**src/rtl/pfr_pkg.sv**
```systemverilog
package pfr_pkg;
  typedef enum logic [1:0] {
    PW_OFF  = 2'd0,
    PW_STAB = 2'd1,
    PW_WAIT = 2'd2,
    PW_RUN  = 2'd3
  } pw_state_e;
endpackage

```
**src/rtl/pfr_filt.sv**
```systemverilog
// Two-flop synchronizer plus persistence filter; raw_i active high.
module pfr_filt #(
  parameter int unsigned FILT_LEN = 4
) (
  input  logic clk_i,
  input  logic rst_ni,
  input  logic raw_i,
  output logic lvl_o,
  output logic rise_o,
  output logic fall_o
);
  localparam int unsigned CW = $clog2(FILT_LEN + 1);

  logic [1:0]    sync_q;
  logic [CW-1:0] cnt_q;
  logic          lvl_q;
  logic          flip;

  assign flip = (sync_q[1] != lvl_q) && (cnt_q == CW'(FILT_LEN - 1));

  always_ff @(posedge clk_i or negedge rst_ni) begin
    if (!rst_ni) begin
      sync_q <= 2'b11;
      cnt_q  <= '0;
      lvl_q  <= 1'b1;
      rise_o <= 1'b0;
      fall_o <= 1'b0;
    end else begin
      sync_q <= {sync_q[0], raw_i};
      rise_o <= flip && !lvl_q;
      fall_o <= flip && lvl_q;
      if (sync_q[1] == lvl_q) begin
        cnt_q <= '0;
      end else if (flip) begin
        cnt_q <= '0;
        lvl_q <= sync_q[1];
      end else begin
        cnt_q <= cnt_q + 1'b1;
      end
    end
  end

  assign lvl_o = lvl_q;
endmodule

```
**src/rtl/pfr_oneshot.sv**
```systemverilog
// Non-retriggerable one-shot, busy for exactly DUR cycles.
module pfr_oneshot #(
  parameter int unsigned DUR = 16
) (
  input  logic clk_i,
  input  logic rst_ni,
  input  logic trig_i,
  output logic busy_o,
  output logic done_o
);
  localparam int unsigned CW = $clog2(DUR + 1);

  logic [CW-1:0] cnt_q;
  logic          busy_q;

  assign done_o = busy_q && (cnt_q == '0);
  assign busy_o = busy_q;

  always_ff @(posedge clk_i or negedge rst_ni) begin
    if (!rst_ni) begin
      busy_q <= 1'b0;
      cnt_q  <= '0;
    end else if (busy_q) begin
      if (cnt_q == '0) busy_q <= 1'b0;
      else             cnt_q  <= cnt_q - 1'b1;
    end else if (trig_i) begin
      busy_q <= 1'b1;
      cnt_q  <= CW'(DUR - 1);
    end
  end
endmodule

```
**src/rtl/pfr_ctrl.sv**
```systemverilog
module pfr_ctrl
  import pfr_pkg::*;
#(
  parameter int unsigned STAB_CYC = 1000
) (
  input  logic clk_i,
  input  logic rst_ni,
  input  logic ac_rise_i,
  input  logic ac_fall_i,
  input  logic dc_lvl_i,
  input  logic irq_ack_i,
  output logic pf_set_o,
  output logic latch_o,
  output logic irq_o,
  output logic run_o
);
  localparam int unsigned CW = $clog2(STAB_CYC + 1);

  pw_state_e     st_q, st_d;
  logic [CW-1:0] cnt_q, cnt_d;
  logic          latch_q, irq_q;

  always_comb begin
    st_d  = st_q;
    cnt_d = cnt_q;
    if (dc_lvl_i) begin
      st_d  = PW_OFF;
      cnt_d = '0;
    end else begin
      unique case (st_q)
        PW_OFF: begin
          st_d  = PW_STAB;
          cnt_d = '0;
        end
        PW_STAB: begin
          if (cnt_q == CW'(STAB_CYC - 1)) st_d = PW_WAIT;
          else                            cnt_d = cnt_q + 1'b1;
        end
        // only a release edge seen after DC settled starts the core
        PW_WAIT: if (ac_fall_i) st_d = PW_RUN;
        PW_RUN:  st_d = PW_RUN;
        default: st_d = PW_OFF;
      endcase
    end
  end

  assign pf_set_o = (st_q == PW_RUN) && ac_rise_i && !latch_q && !dc_lvl_i;

  always_ff @(posedge clk_i or negedge rst_ni) begin
    if (!rst_ni) begin
      st_q    <= PW_OFF;
      cnt_q   <= '0;
      latch_q <= 1'b0;
      irq_q   <= 1'b0;
    end else begin
      st_q  <= st_d;
      cnt_q <= cnt_d;
      if (dc_lvl_i)      latch_q <= 1'b0;
      else if (pf_set_o) latch_q <= 1'b1;
      if (dc_lvl_i)       irq_q <= 1'b0;
      else if (pf_set_o)  irq_q <= 1'b1;
      else if (irq_ack_i) irq_q <= 1'b0;
    end
  end

  assign latch_o = latch_q;
  assign irq_o   = irq_q;
  assign run_o   = (st_q == PW_RUN);
endmodule

```
**src/rtl/pfr_seq.sv**
```systemverilog
module pfr_seq #(
  parameter int unsigned FILT_LEN = 4,
  parameter int unsigned STAB_CYC = 1000,
  parameter int unsigned OS1_CYC  = 40,
  parameter int unsigned OS2_CYC  = 60
) (
  input  logic clk_i,
  input  logic rst_ni,
  input  logic ac_low_ni,
  input  logic dc_low_ni,
  input  logic irq_ack_i,
  output logic pf_irq_o,
  output logic sys_rst_o,
  output logic clk_en_o
);
  localparam int unsigned NIN = 2;  // index 0: AC-low, 1: DC-low

  logic [NIN-1:0] raw, lvl, rise, fall;
  logic           dc_lvl, ac_fall, pf_set, pf_latch, run;
  logic           os1_busy, os1_done, os2_busy, os2_done;
  logic           unused_sig;

  assign raw = {~dc_low_ni, ~ac_low_ni};

  for (genvar gi = 0; gi < NIN; gi++) begin : g_in
    pfr_filt #(.FILT_LEN(FILT_LEN)) u_filt (
      .clk_i  (clk_i),
      .rst_ni (rst_ni),
      .raw_i  (raw[gi]),
      .lvl_o  (lvl[gi]),
      .rise_o (rise[gi]),
      .fall_o (fall[gi])
    );
  end

  assign dc_lvl     = lvl[1];
  assign ac_fall    = fall[0];
  assign unused_sig = ^{lvl[0], rise[1], fall[1], os2_done};

  pfr_ctrl #(.STAB_CYC(STAB_CYC)) u_ctrl (
    .clk_i     (clk_i),
    .rst_ni    (rst_ni),
    .ac_rise_i (rise[0]),
    .ac_fall_i (ac_fall),
    .dc_lvl_i  (dc_lvl),
    .irq_ack_i (irq_ack_i),
    .pf_set_o  (pf_set),
    .latch_o   (pf_latch),
    .irq_o     (pf_irq_o),
    .run_o     (run)
  );

  pfr_oneshot #(.DUR(OS1_CYC)) u_os1 (
    .clk_i  (clk_i),
    .rst_ni (rst_ni),
    .trig_i (pf_set),
    .busy_o (os1_busy),
    .done_o (os1_done)
  );

  pfr_oneshot #(.DUR(OS2_CYC)) u_os2 (
    .clk_i  (clk_i),
    .rst_ni (rst_ni),
    .trig_i (os1_done),
    .busy_o (os2_busy),
    .done_o (os2_done)
  );

  assign sys_rst_o = !run || os2_busy;
  assign clk_en_o  = run && !os2_busy;
endmodule

```
**config.mk**
```make
export PLATFORM = sky130hd
export DESIGN_NAME = pfr_seq
export DESIGN_NICKNAME = d
export VERILOG_FILES = /design/src/rtl/pfr_pkg.sv /design/src/rtl/pfr_filt.sv /design/src/rtl/pfr_oneshot.sv /design/src/rtl/pfr_ctrl.sv /design/src/rtl/pfr_seq.sv
export SDC_FILE = /design/constraint.sdc
export NUM_CORES = 1
export LEC_CHECK = 0
export BUFFER_PORTS_ARGS = -buffer_cell sky130_fd_sc_hd__buf_4
export CELL_PAD_IN_SITES_DETAIL_PLACEMENT = 1
export CELL_PAD_IN_SITES_GLOBAL_PLACEMENT = 2
export CORE_MARGIN = 5
export CORE_UTILIZATION = 41
export DETAILED_ROUTE_END_ITERATION = 16
export GPL_TIMING_DRIVEN = 0
export PLACE_DENSITY_LB_ADDON = 0.1
export SKIP_LAST_GASP = 1
export SYNTH_ARGS = -nofsm -noshare
export SYNTH_HDL_FRONTEND = slang
export SYNTH_SLANG_ARGS = --single-unit
export TNS_END_PERCENT = 1
```
**constraint.sdc**
```tcl
create_clock -name clk_i -period 2 [get_ports clk_i]
set_input_delay 0.3 -clock clk_i [delete_from_list [all_inputs] [get_ports clk_i]]
set_output_delay 0.3 -clock clk_i [all_outputs]
set_load 0.01 [all_outputs]
```
# ---- Word-level counts from Yosys, hierarchy flattened
# Index checks and enable logic that the tools add are counted.
dict set report totals {
  word_cells 97
  output_inout_bits 3
  latchBits 0
  input_bits 5
  ff_bits 42
  ram_bits 0
  romBits 0
  n_memories 0
}
dict set report op_classes {
  n_mux 28
  order_cmp 0
  mul 0
  n_reduce_logical 29
  n_div 0
  add_sub_neg 5
  eq_ne 15
  shifts 0
  n_bitwise 4
}
# cell count
set ops {}
lappend ops {{$mux 6} 6}
lappend ops {{$mux 10} 2}
lappend ops {{$pmux 10 s2} 1}
lappend ops {{$logic_not 6->1} 2}
lappend ops {{$mux 3} 4}
lappend ops {{$reduce_and 2->1} 6}
lappend ops {{$sub 6x1->6 const B} 2}
lappend ops {{$mux 1} 11}
lappend ops {{$add 10x1->10 const B} 1}
lappend ops {{$eq 10x10->1 const B} 1}
lappend ops {{$logic_and 1x1->1} 9}
lappend ops {{$pmux 2 s4} 1}
lappend ops {{$add 3x1->3 const B} 2}
lappend ops {{$eq 3x2->1 const B} 2}
lappend ops {{$mux 2} 3}
lappend ops {{$ne 3x3->1 const B} 2}
lappend ops {{$reduce_bool 2->1} 3}
lappend ops {{$reduce_bool 3->1} 2}
lappend ops {{$logic_not 1->1} 5}
lappend ops {{$eq 2x2->1 const B} 2}
lappend ops {{$ne 2x2->1 const B} 2}
lappend ops {{$not 1->1} 4}
lappend ops {{$ne 3x2->1 const B} 1}
lappend ops {{$eq 1x1->1} 2}
lappend ops {{4 further kinds} 5}

# ---- Logic depth before layout (Yosys ltp)
dict set report logic_depth {
  depth_word 6
  mapped_depth 6
  ltp_nobuf 6
}

# ---- Modules after synthesis
# From an unflattened synthesis, not the netlist that was laid out.
dict set report unflattened {
  cells_unflattened 213
  area_unflattened_um2 2204.6
}
# mod instances cells_each seq_area_each_um2 area_each_um2
set by_module_without_submodules {}
lappend by_module_without_submodules {pfr_ctrl 1 87 350.3 765.7}
lappend by_module_without_submodules {{pfr_oneshot at u_os1} 1 45 175.2 424.2}
lappend by_module_without_submodules {{pfr_oneshot at u_os2} 1 42 175.2 415.4}
lappend by_module_without_submodules {{pfr_filt at g_in[0].u_filt} 1 18 203.9 290.3}
lappend by_module_without_submodules {{pfr_filt at g_in[1].u_filt} 1 17 203.9 289.0}
lappend by_module_without_submodules {pfr_seq 1 4 0.0 20.0}

# ---- Worst setup path after synthesis
# OpenSTA, ideal clock, no wires.
dict set report synth_path {
  path_type {flip-flop to flip-flop}
  from {register u_os2.cnt_q[2]}
  to {register u_os2.cnt_q[5]}
  synth_period_minus_slack_ns 1.625
  stages_incl_launch_ff 5
  t_required_ns 1.912
  arrival_ns 1.537
  n_path_buf 0
  setup_ns 0.088
  slack_ns 0.375
  cell_sequence {dfrtp_1 or3_1 or4b_1 xor2_1 a22oi_1}
}
dict set report synth_via {
  elab_chain_cells 3
  word_cells_on_any_way 6
  classes_between {1 x add/sub; 1 x eq/ne; 2 x mux; 2 x reduce/logical}
}
# element line
set synth_rtl {}
lappend synth_rtl {{start: declaration} pfr_oneshot.sv:13} ;# logic [CW-1:0] cnt_q;
lappend synth_rtl {{start signal: assignment} pfr_oneshot.sv:25} ;# else cnt_q <= cnt_q - 1'b1;
lappend synth_rtl {{start signal: assignment} pfr_oneshot.sv:28} ;# cnt_q <= CW'(DUR - 1);
lappend synth_rtl {{$sub 6x1->6 / $logic_not 6->1 (equally long branches)} {pfr_oneshot.sv:25, pfr_oneshot.sv:24}}
lappend synth_rtl {{$mux 6 / $ne 2x2->1 (equally long branches)} -}
lappend synth_rtl {{$mux 6 / $reduce_and 2->1 (equally long branches)} -}
# Parallel ways exist; a longest one is shown, timed or not. The select of a mux whose other input is x is not followed.
# A chain may end at the register's enable or synchronous reset.

# ---- Final worst setup path
dict set report layout_path {
  from {register g_in[1].u_filt.lvl_q}
  to {register u_os1.cnt_q[3]}
}
dict set report layout_via {
  elab_chain_cells 4
}
# element line
set layout_rtl {}
lappend layout_rtl {{start: declaration} pfr_filt.sv:16} ;# logic lvl_q;
lappend layout_rtl {{start signal: assignment} pfr_filt.sv:36} ;# lvl_q <= sync_q[1];
lappend layout_rtl {{$logic_not 1->1} pfr_ctrl.sv:47} ;# assign pf_set_o = (st_q == PW_RUN) && ac_rise_i && !latch_q && !dc_lvl_i;
lappend layout_rtl {{$logic_and 1x1->1} pfr_ctrl.sv:47}
lappend layout_rtl {{$reduce_bool 2->1 (no line)} -}
lappend layout_rtl {{$reduce_and 2->1 (no line)} -}
lappend layout_rtl {{end signal: assignment} pfr_oneshot.sv:25}
lappend layout_rtl {{end signal: assignment} pfr_oneshot.sv:28}
lappend layout_rtl {{end: declaration} pfr_oneshot.sv:13}
# No other way between the ends.

==> impl_results.md <==
* Status: complete, no violations
* Cells after synthesis at 177
* Post-synthesis net count at 189
* Max clock buf depth at 2
* Clock Sinks at 42
* Post-route setup slack at 143 ps
* Synthesis warning total at 0
* Clock-pin slew on the worst setup and hold paths at 90 ps
* Core area at 4690 µm²
* Yosys top cell area share at 0.459
* Antenna violations before repair at 0
* Vias per cell at 5.49
* ANT cells at 0
* DRT antenna net count at 0
* Pre-CTS WS at 35.2 ps
* Highest Clock Rate at 538 MHz
* # fillers at 511
* Crit start category: flip-flop
* Top_reg_cell synth: dfrtp_1
* CP peak stage delay at between 500 and 600 ps
* Critical path arrival at 2050 ps
* RSZ-0062 raised after global routing: true
* Die Wd at 79.2 µm
* Post-synth ARST share at 1.00
* Iteration-0 DRC Markers at between 50 and 60
* Crit end category: flip-flop
* CP Cell Sequence: clkbuf_1 > nand2b_1 > nor3_1 > mux2i_1 > a22o_1
* Starting Density at 0.418
* Worst rel slew slack at 0.595
* Slew Viols, Final at 0
* Synth area leader: dfrtp_1
* Vias in the first global route at between 1000 and 1500
* Max FO, Critical Path at 9
* Area added between synthesis and finish at 12.1%
* Slew @ Worst Pin at 603 ps
* Final setup violation count at 0
* Die Ht at 79.2 µm
* Min-Delay Path Class: input pin to flip-flop
* EDFF count, synth at 0
* FP Rows at 25
* # IOs at 8
* Clock latency on the worst-skew pair at 300 ps
* WS Path Type: flip-flop to flip-flop
* Max cap viols at 0
* First-pass GRT wire length at 6760 µm
* Family with the most delay on the worst path: simple AND/OR/NAND/NOR gates
* Share of cells above drive strength 1 at 0.150
* Synth Cell Area at 1960 µm²
* Total power at about 0.0019 W
* Gpl congestion at 0.775
* Pin count of the biggest net entering global routing at 43
* H-tree depth at 2
* Final Skew at 6.86 ps
* Placed cell area at 2080 µm²
* Synth Register Bits at 42
* Pre-antenna DRT Iters at 4
* Lkg Pwr at 1.02 nW
* # DRC at 0
* Final Hold Fails at 0
* CTS Root Cell: clkbuf_8
* Die area at 6260 µm²
* Via count at 1356
* Worst path bufs/invs at 1
* Most frequent cell after synthesis: dfrtp_1
* Ranking of synthesized cells by area: dfrtp_1 (46%), dfstp_2 (8.0%), ha_1 (4.5%), xnor2_1 (3.1%), nor2b_1 (2.6%)
* Cell variety after synth at between 40 and 50
* Commonest cells post-synth: dfrtp_1 (36), nor2_1 (13), inv_1 (11)
* Post-Route WL at 3800 µm
* CTS tree: done
* Post-detail-place hpwl at 2750 µm
* PwrDens at 877 nW/µm²
* Period utilization at 0.929
* Worst path required time at 2190 ps
* # port buffers at 7
* Avg Cell Area, Syn at 11.1 µm²
* Gr ovfl total at 0
* Final instance area at 2200 µm²
* Nets at 204
* Slowest stage cell, crit path: nor3_1
* Min cycle time layout at 1860 ps
* Smallest hold slack at ~100 ps
* Post-layout util at 0.468
* Register area share after synthesis at 0.540
* Total Routing Usage GR at 0.138
* Worst vdd ir at 0.467 mV
* DR WL/cell at ~15 µm
* TritonCTS buffer count at 5
==> worst paths after layout <==
path	startpoint	cells past startpoint	slack, ps	to
setup / recovery	g_in[1].u_filt.lvl_o	5	140	u_os1.cnt_q[3]
hold reg to reg	g_in[1].u_filt.sync_q[0]	0	360	g_in[1].u_filt.sync_q[1]
max in group asynchronous	rst_ni	2	1100	g_in[1].u_filt.lvl_o
hold / removal	dc_low_ni	2	100	g_in[1].u_filt.sync_q[0]
setup reg to reg	g_in[1].u_filt.lvl_o	5	140	u_os1.cnt_q[3]
min in group asynchronous	rst_ni	2	520	u_os2.cnt_q[2]
==> where the power goes <==
| part | total (W) | switching [W] | leakage, nW | internal (W) |
|---|---|---|---|---|
| clock | 0.000590 | 0.000329 | 0.0506 | 0.000261 |
| sequential | 0.00102 | 0.0000663 | 0.558 | 0.000954 |
| combinational | 0.000316 | 0.000169 | 0.407 | 0.000147 |
| total | 0.00193 | 0.000564 | 1.02 | 0.00136 |
==> final cells by class <==
class,count,area [µm²],share of cell area
plain buffers,3,11.3,0.00513
clock buffers,5,68.8,0.0313
repair buffers,8,62.6,0.0285
well taps,54,67.6,0.0308
multi-input cells,121,858,0.391
flip-flops and latches,42,1060,0.482
clock inverters,3,28.8,0.0131
inverters,11,41.3,0.0188
==> stage by stage <==
step / setup TNS [ps] / instances
after floorplan: 0 / 177
after global placement: 0 / 238
after detailed placement: 0 / 238
after CTS: 0 / 247
after global routing: -6.86 / 247
final: 0 / 247
==> state kept, by name, summed over array words and instances (netlist names), 2 cells and up <==
name                count
g_in.u_filt.cnt_q       6
g_in.u_filt.lvl_o       2
g_in.u_filt.sync_q      4
u_ctrl.cnt_q           10
u_ctrl.st_q             2
u_os1.cnt_q             6
u_os2.cnt_q             6
==> worst register-to-register path, cell delays in order, from the launching register on <==
cell and delay, ps:
dfstp_2 370, clkbuf_1 200, nand2b_1 250, nor3_1 530, mux2i_1 150, a22o_1 250
==> cell usage in the layout (no fill, tap or decap), types with 4 or more instances in the layout <==
cell type and n:
nor3b_1 4, buf_4 7, nor2b_1 8, dfrtp_1 36, inv_1 11, nor2_1 13
nor3_1 4, or3_1 4, xnor2_1 7, ha_1 7, nand2_1 10, mux2_2 4
clkbuf_8 5, dfstp_2 6
==> kinds of logic after synthesis <==
kind of cell             count (synthesis)  share of synthesized area
AO/OA/AOI/OAI                           32                      0.123
XOR/XNOR                                 9                     0.0402
adder cells (fa/ha/maj)                  7                     0.0447
buffers and inverters                   14                     0.0268
flip-flops                              42                      0.540
multiplexers                             6                     0.0332
AND/OR/NAND/NOR                         67                      0.193
==> repair_timing <==
| action | in CTS | in global routing |
|---|---|---|
| endpoints found under the setup margin | 0 | 3 |
| hold buffers | 1 | 0 |
| hold endpoints to repair | 29 | 0 |
| gates resized for setup | 0 | 2 |
| buffers inserted | 0 | 0 |
==> routing by layer <==
metal | part of all wire | global-route usage | vias up
met2 | 0.50 | 0.238 | 14
met3 | 0.024 | 0.0306 | 5
met4 | 0.011 | 0.0464 | 0
met1 | 0.46 | 0.169 | 678
met5 | 0 | 0 | -
li1 | - | - | 659
No activity file was read; power rests on OpenSTA's default activity.
